==> src/rtl/dwl_pkg.sv <==
package dwl_pkg;

   typedef enum logic [1:0] {
      MODE_NORMAL = 2'b00,
      MODE_FAST   = 2'b01,
      MODE_SAFE   = 2'b10,
      MODE_RSVD   = 2'b11
   } cell_mode_e;

   typedef enum logic [1:0] {
      ACC_NONE   = 2'b00,
      ACC_SINGLE = 2'b01,
      ACC_DUAL   = 2'b10
   } acc_kind_e;

   // Wordline wiring: 1 selects line B for column group grp on physical row.
   function automatic logic line_is_b(input int unsigned grp, input int unsigned row);
      int unsigned phase;
      int unsigned gsh;
      phase = grp ^ row;
      if (phase[0]) gsh = grp >> 2;
      else          gsh = grp >> 1;
      return gsh[0];
   endfunction

   function automatic logic mode_is_paired(input logic [1:0] m);
      return (m == MODE_FAST) || (m == MODE_SAFE);
   endfunction

endpackage

==> src/rtl/dwl_mode_table.sv <==
module dwl_mode_table
   import dwl_pkg::*;
#(
   parameter int COL_GROUPS = 8
) (
   input  logic                              clk,
   input  logic                              rst_n,
   input  logic                              cfg_we,
   input  logic [$clog2(COL_GROUPS)-1:0]     cfg_group,
   input  logic [1:0]                        cfg_mode,
   input  logic                              idle,
   output logic [COL_GROUPS-1:0][1:0]        act_mode,
   output logic [COL_GROUPS-1:0]             pair_ctrl_n
);
   localparam int GW = $clog2(COL_GROUPS);

   for (genvar g = 0; g < COL_GROUPS; g++) begin : g_grp
      logic [1:0] shadow_q;
      logic [1:0] live_q;

      always_ff @(posedge clk or negedge rst_n) begin
         if (!rst_n)
            shadow_q <= MODE_NORMAL;
         else if (cfg_we && (cfg_group == GW'(g)))
            shadow_q <= cfg_mode;
      end

      always_ff @(posedge clk or negedge rst_n) begin
         if (!rst_n)
            live_q <= MODE_NORMAL;
         else if (idle)
            live_q <= shadow_q;
      end

      assign act_mode[g]    = live_q;
      assign pair_ctrl_n[g] = !mode_is_paired(live_q);
   end

endmodule

==> src/rtl/dwl_addr_map.sv <==
module dwl_addr_map
   import dwl_pkg::*;
#(
   parameter int ROWS       = 128,
   parameter int COL_GROUPS = 8
) (
   input  logic [$clog2(COL_GROUPS)-1:0] grp,
   input  logic [$clog2(ROWS)-1:0]       row,
   input  logic                          write,
   input  logic [1:0]                    mode,
   output acc_kind_e                     kind,
   output logic [$clog2(ROWS)-1:0]       row0,
   output logic [$clog2(ROWS)-1:0]       row1,
   output logic                          err
);
   localparam int RW = $clog2(ROWS);

   logic shifted;
   logic paired;
   logic over;

   always_comb begin
      shifted = grp[0];
      paired  = mode_is_paired(mode);
      // Odd groups lose their last pair: it would run past the final row.
      over    = row[RW-1] || (shifted && (row[RW-2:0] == {(RW-1){1'b1}}));
      err     = (mode == MODE_RSVD) || (paired && over);
      row0    = paired ? {row[RW-2:0], shifted} : row;
      row1    = row0 + RW'(1);
      if (err)
         kind = ACC_NONE;
      else if ((mode == MODE_FAST) || ((mode == MODE_SAFE) && write))
         kind = ACC_DUAL;
      else
         kind = ACC_SINGLE;
   end

endmodule

==> src/rtl/dwl_wl_driver.sv <==
module dwl_wl_driver
   import dwl_pkg::*;
#(
   parameter int ROWS       = 128,
   parameter int COL_GROUPS = 8
) (
   input  logic                          clk,
   input  logic                          rst_n,
   input  logic                          go,
   input  acc_kind_e                     kind,
   input  logic [$clog2(COL_GROUPS)-1:0] grp,
   input  logic [$clog2(ROWS)-1:0]       row0,
   input  logic [$clog2(ROWS)-1:0]       row1,
   output logic [ROWS-1:0]               wl_a,
   output logic [ROWS-1:0]               wl_b
);
   localparam int RW = $clog2(ROWS);

   for (genvar r = 0; r < ROWS; r++) begin : g_row
      logic hit;
      logic to_b;
      logic a_q;
      logic b_q;

      always_comb begin
         hit  = go && ((row0 == RW'(r)) || ((kind == ACC_DUAL) && (row1 == RW'(r))));
         to_b = line_is_b(32'(grp), r);
      end

      always_ff @(posedge clk or negedge rst_n) begin
         if (!rst_n) begin
            a_q <= 1'b0;
            b_q <= 1'b0;
         end else begin
            a_q <= hit && !to_b;
            b_q <= hit && to_b;
         end
      end

      assign wl_a[r] = a_q;
      assign wl_b[r] = b_q;
   end

endmodule

==> src/rtl/dwl_row_ctrl.sv <==
module dwl_row_ctrl
   import dwl_pkg::*;
#(
   parameter int ROWS       = 128,
   parameter int COL_GROUPS = 8
) (
   input  logic                          clk,
   input  logic                          rst_n,
   input  logic                          req_valid,
   input  logic                          req_write,
   input  logic [$clog2(COL_GROUPS)-1:0] req_group,
   input  logic [$clog2(ROWS)-1:0]       req_row,
   input  logic                          cfg_we,
   input  logic [$clog2(COL_GROUPS)-1:0] cfg_group,
   input  logic [1:0]                    cfg_mode,
   output logic [ROWS-1:0]               wl_a,
   output logic [ROWS-1:0]               wl_b,
   output logic [COL_GROUPS-1:0]         pair_ctrl_n,
   output logic [COL_GROUPS-1:0]         col_sel,
   output logic                          acc_err
);
   localparam int RW = $clog2(ROWS);
   localparam int GW = $clog2(COL_GROUPS);

   if ((ROWS < 4) || ((ROWS & (ROWS - 1)) != 0)) begin : g_bad_rows
      $error("dwl_row_ctrl: ROWS must be a power of two of at least 4");
   end
   if ((COL_GROUPS != 2) && (COL_GROUPS != 4) && (COL_GROUPS != 8)) begin : g_bad_groups
      $error("dwl_row_ctrl: COL_GROUPS must be 2, 4 or 8 for a half-select-free wiring");
   end

   // Decode stage
   logic          s1_valid;
   logic          s1_write;
   logic [GW-1:0] s1_grp;
   logic [RW-1:0] s1_row;
   logic          s2_valid;
   logic          idle;

   logic [COL_GROUPS-1:0][1:0] act_mode;
   acc_kind_e     map_kind;
   logic [RW-1:0] map_row0;
   logic [RW-1:0] map_row1;
   logic          map_err;
   logic          map_go;
   logic          err_q;

   assign idle = !req_valid && !s1_valid && !s2_valid;

   always_ff @(posedge clk or negedge rst_n) begin
      if (!rst_n) begin
         s1_valid <= 1'b0;
         s1_write <= 1'b0;
         s1_grp   <= '0;
         s1_row   <= '0;
      end else begin
         s1_valid <= req_valid;
         if (req_valid) begin
            s1_write <= req_write;
            s1_grp   <= req_group;
            s1_row   <= req_row;
         end
      end
   end

   dwl_mode_table #(.COL_GROUPS(COL_GROUPS)) u_modes (
      .clk         (clk),
      .rst_n       (rst_n),
      .cfg_we      (cfg_we),
      .cfg_group   (cfg_group),
      .cfg_mode    (cfg_mode),
      .idle        (idle),
      .act_mode    (act_mode),
      .pair_ctrl_n (pair_ctrl_n)
   );

   dwl_addr_map #(.ROWS(ROWS), .COL_GROUPS(COL_GROUPS)) u_map (
      .grp   (s1_grp),
      .row   (s1_row),
      .write (s1_write),
      .mode  (act_mode[s1_grp]),
      .kind  (map_kind),
      .row0  (map_row0),
      .row1  (map_row1),
      .err   (map_err)
   );

   assign map_go = s1_valid && !map_err;

   // Strobe stage
   dwl_wl_driver #(.ROWS(ROWS), .COL_GROUPS(COL_GROUPS)) u_drv (
      .clk   (clk),
      .rst_n (rst_n),
      .go    (map_go),
      .kind  (map_kind),
      .grp   (s1_grp),
      .row0  (map_row0),
      .row1  (map_row1),
      .wl_a  (wl_a),
      .wl_b  (wl_b)
   );

   always_ff @(posedge clk or negedge rst_n) begin
      if (!rst_n) begin
         s2_valid <= 1'b0;
         err_q    <= 1'b0;
      end else begin
         s2_valid <= s1_valid;
         err_q    <= s1_valid && map_err;
      end
   end

   for (genvar g = 0; g < COL_GROUPS; g++) begin : g_sel
      logic sel_q;
      always_ff @(posedge clk or negedge rst_n) begin
         if (!rst_n) sel_q <= 1'b0;
         else        sel_q <= map_go && (s1_grp == GW'(g));
      end
      assign col_sel[g] = sel_q;
   end

   assign acc_err = err_q;

endmodule

==> config.mk <==
export PLATFORM = sky130hd
export DESIGN_NAME = dwl_row_ctrl
export DESIGN_NICKNAME = d
export VERILOG_FILES = /design/src/rtl/dwl_pkg.sv /design/src/rtl/dwl_mode_table.sv /design/src/rtl/dwl_addr_map.sv /design/src/rtl/dwl_wl_driver.sv /design/src/rtl/dwl_row_ctrl.sv
export SDC_FILE = /design/constraint.sdc
export NUM_CORES = 1
export LEC_CHECK = 0
export ABC_AREA = 1
export BUFFER_PORTS_ARGS = -buffer_cell sky130_fd_sc_hd__buf_2
export CORE_MARGIN = 2
export CORE_UTILIZATION = 56
export DETAILED_ROUTE_END_ITERATION = 8
export PLACE_DENSITY = 0.81
export SYNTH_ARGS = -nofsm -noshare
export SYNTH_HDL_FRONTEND = slang
export SYNTH_HIERARCHICAL = 1
export SYNTH_SLANG_ARGS = --single-unit
export TNS_END_PERCENT = 1
==> constraint.sdc <==
create_clock -name clk -period 4.32 [get_ports clk]
set_input_delay 0.648 -clock clk [delete_from_list [all_inputs] [get_ports clk]]
set_output_delay 0.648 -clock clk [all_outputs]
set_load 0.05 [all_outputs]
==> impl_metrics.env <==
export IMPL_cpMostUsedCell="nand2_1"
export IMPL_wl_met2_mm=18.39
export IMPL_timing_fmax_mhz=251.5
export IMPL_design_area_um2=15860
export IMPL_worstSetupPathType="reg -> reg"
export IMPL_final_antenna_net_count=0
export IMPL_powerDensity_nw_per_um2=499.0
export IMPL_route_detailed_drc=0
export IMPL_reg2reg_from="s1_grp[0]"
export IMPL_num_nets_final=1867
export IMPL_track_usage_pct=28.04
export IMPL_chipWidth_um=166.3
export IMPL_final_common_cell="nand2_1"
export IMPL_synth_compound_area_share_pct=0.8991
export IMPL_area_growth_pct=7.507
export IMPL_fill_cells=2231
export IMPL_cpPeakStageDelay_ns=0.45
export IMPL_post_cts_buffers=0
export IMPL_hold_viol=0
export IMPL_layout_drive_gt1_share_pct=22.97
export IMPL_timing_slew_headroom_pct=25.79
export IMPL_place_ws_ns=0.2809
export IMPL_clkTransAtPathRegs_ns=0.07
export IMPL_wirelength_mm=38.54
export IMPL_vias=11250
export IMPL_whs_path_depth=2
export IMPL_drt_iter0_drc=1229
export IMPL_dp_hpwl_mm=26.93
export IMPL_synth_cell_types=23
export IMPL_drv_cap=0
export IMPL_rsz0062_at_grt="false"
export IMPL_required_ns=4.80
export IMPL_r2r_cells=21
export IMPL_p_leak_nw=9.274
export IMPL_cts_sinks=310
export IMPL_numCtsBuffers=30
export IMPL_detailroute_wirelength_met3_mm=3.027
export IMPL_avgSynthCellArea_um2=8.173
export IMPL_yosys_area_share_xor_xnor_pct=0.5344
export IMPL_die_area_um2=27660
export IMPL_yosys_area_share_simple_pct=27.76
export IMPL_clk_latency_ns=0.56
export IMPL_syn_nets=1829
export IMPL_layout_cells_most_common_list="nand2_1 (599), nor2_1 (315), dfrtp_1 (310), buf_2 (291), nand3_1 (104)"
export IMPL_crit_fanout=13
export IMPL_htreeDepth=1
export IMPL_grt_overflow=0
export IMPL_min_path_type="in -> reg"
export IMPL_hold_end="s1_row[0]"
export IMPL_setup_viol=0
export IMPL_reg2reg_slack_ns=0.34
export IMPL_firstDrtPassIters=5
export IMPL_worst_pin_slew_ns=1.109
export IMPL_syn_inst=1805
export IMPL_synth_seq_cells=310
export IMPL_yosysWarnings=6
export IMPL_fp_dieH_um=166.3
export IMPL_critPathLaunchType="flip-flop"
export IMPL_fin_setup_tns_ns=0
export IMPL_arrival_ns=4.46
export IMPL_gp_congestion=0.9614
export IMPL_clockBufferDepth=3
export IMPL_r2r_end="u_drv/g_row[120].a_q"
export IMPL_cts_tree="built"
export IMPL_grt_pass1_vias=11120
export IMPL_slew_violations=0
export IMPL_antenna_found_initial=0
export IMPL_avgRoutedWirePerCell_um=17.53
export IMPL_synth_mux_area_share_pct=0.6107
export IMPL_worstHoldStart="req_row[0]"
export IMPL_timing_final_ws_setup_ns=0.3441
export IMPL_synth_adder_area_share_pct=0.3393
export IMPL_cts_root_buf="clkbuf_16"
export IMPL_status="finished, final reports clean"
export IMPL_grt_max_degree=145
export IMPL_maxUsedRoutingLayer="met4"
export IMPL_skew_ns=0.01240
export IMPL_vias_per_cell=5.118
export IMPL_fin_util_pct=61.03
export IMPL_crit_chain="inv_1 > nand2_1 > nand2_1 > nand2_1 > nand2_1 > nand2_1 > nand2_1 > inv_1 > ha_1 > inv_2 > nand2_1 > nand2_1 > nand3_1 > xor2_1 > nand2_1 > nor2_1 > buf_4 > nand3_1 > nand2_1 > nand2_1 > nor2_1"
export IMPL_synth_area_um2=14750
export IMPL_ir_drop_uv=353.5
export IMPL_numPortBuffers=292
export IMPL_placed_cell_area_um2=14830
export IMPL_antenna_cells=0
export IMPL_met1Wirelength_mm=15.74
export IMPL_start_util_pct=56.77
export IMPL_post_route_min_period_ns=3.976
export IMPL_finalCritPeriodShare_pct=92.04
export IMPL_grt_pass1_wl_mm=61.40
export IMPL_num_io_pins=293
export IMPL_yosysSeqAreaShare_pct=52.59
export IMPL_power_mw=7.913
export IMPL_endpoint_kind="flip-flop"
export IMPL_core_area_um2=25980
export IMPL_rows=59
export IMPL_synth_top_family_by_area="simple AND/OR/NAND/NOR gates"
export IMPL_cp_slowest_cell="nor2_1"
-- state kept, by name (all words and copies together) (netlist names) --
| signal | flops |
|---|---|
| u_modes/g_grp.live_q | 16 |
| s1_write | 1 |
| s1_row | 7 |
| u_drv/g_row.a_q | 128 |
| u_modes/g_grp.shadow_q | 16 |
| s1_grp | 3 |
| s1_valid | 1 |
| u_drv/g_row.b_q | 128 |
| acc_err | 1 |
| s2_valid | 1 |
| g_sel.sel_q | 8 |
-- cell families (layout without fill, tap and decap cells) --
family,count (synthesis),count (layout)
DFF,310,310
AOI/OAI and AO/OA,26,26
muxes,8,8
xor gates and xnor gates,9,9
and+or+nand+nor,1044,1044
buffers and inverters,404,462
adders and majority gates,4,4
-- worst max-delay path: cells and delay by family, from the launching register on --
kind                       cells  cell delay (ns)
buffers and inverters          4             0.73
and+or+nand+nor               15             1.96
DFF                            1             0.38
adders and majority gates      1             0.44
xor gates and xnor gates       1             0.39
-- per-layer routing --
| metal | vias up | global-route usage, % |
|---|---|---|
| li1 | 5291 | - |
| met1 | 5349 | 38.29 |
| met2 | 510 | 45.34 |
| met3 | 99 | 5.172 |
| met4 | 0 | 10.23 |
| met5 | - | 0 |
-- final cells by class --
cell class | count | area [um2] | share of cell area (%)
sequential | 310 | 7757 | 48.92
multi-input combinational | 1091 | 4504 | 28.40
tap | 335 | 419.2 | 2.643
timing repair buffer | 346 | 1917 | 12.09
clock inverter | 14 | 156.4 | 0.9862
clock buffer | 38 | 862.1 | 5.436
inverter | 64 | 242.7 | 1.531
-- power breakdown --
group	total (mW)	internal, mW	switching [mW]
Combinational	2.16	0.475	1.69
Clock	2.66	1.58	1.08
Sequential	3.09	3.01	0.0800
-- through the flow --
| stage | hold WS (ns) | cells |
|---|---|---|
| after floorplan | 0.3524 | 1805 |
| after global placement | 0.4233 | 2145 |
| after detailed placement | 0.4311 | 2145 |
| after CTS | 0.3040 | 2198 |
| after global routing | 0.3228 | 2198 |
| final | 0.3233 | 2198 |
-- worst max path at each step --
stage / startpoint / end / slack (ns) / depth (start not counted)
CTS: s1_grp[0] / u_drv/g_row[44].a_q / 0.25 / 23
floorplan: s1_grp[0] / u_drv/g_row[0].a_q / 0.98 / 27
global route: s1_grp[0] / u_drv/g_row[123].b_q / 0.02 / 24
global placement: s1_grp[0] / u_drv/g_row[47].a_q / 0.43 / 23
detailed placement: s1_grp[0] / u_drv/g_row[37].a_q / 0.28 / 23
finish: s1_grp[0] / u_drv/g_row[120].a_q / 0.34 / 21
-- cells in the mapped netlist --
library cell,instances,area [um2]
inv_1,59,221.5
nand2_2,6,37.54
dfrtp_1,310,7757
nor3_1,15,75.07
buf_1,10,37.54
buf_4,265,1989
inv_2,5,18.77
xor2_1,1,8.760
buf_2,11,55.05
a21oi_1,2,10.01
o21bai_1,1,7.510
xnor2_1,8,70.07
clkbuf_1,51,191.4
nand3_1,104,520.5
nor2_2,1,6.260
buf_6,3,33.78
o21ai_0,23,115.1
nor2_1,317,1190
nand2_1,599,2248
mux2_2,8,90.09
or2_1,1,6.260
nor2_4,1,11.26
ha_1,4,50.05
-- timing repair --
action	4_1_cts	5_1_grt
setup endpoints to repair	0	38
resized for setup	0	2
hold endpoints to repair	46	0
hold buffers	1	0
No activity file was read; power rests on OpenSTA's default activity.
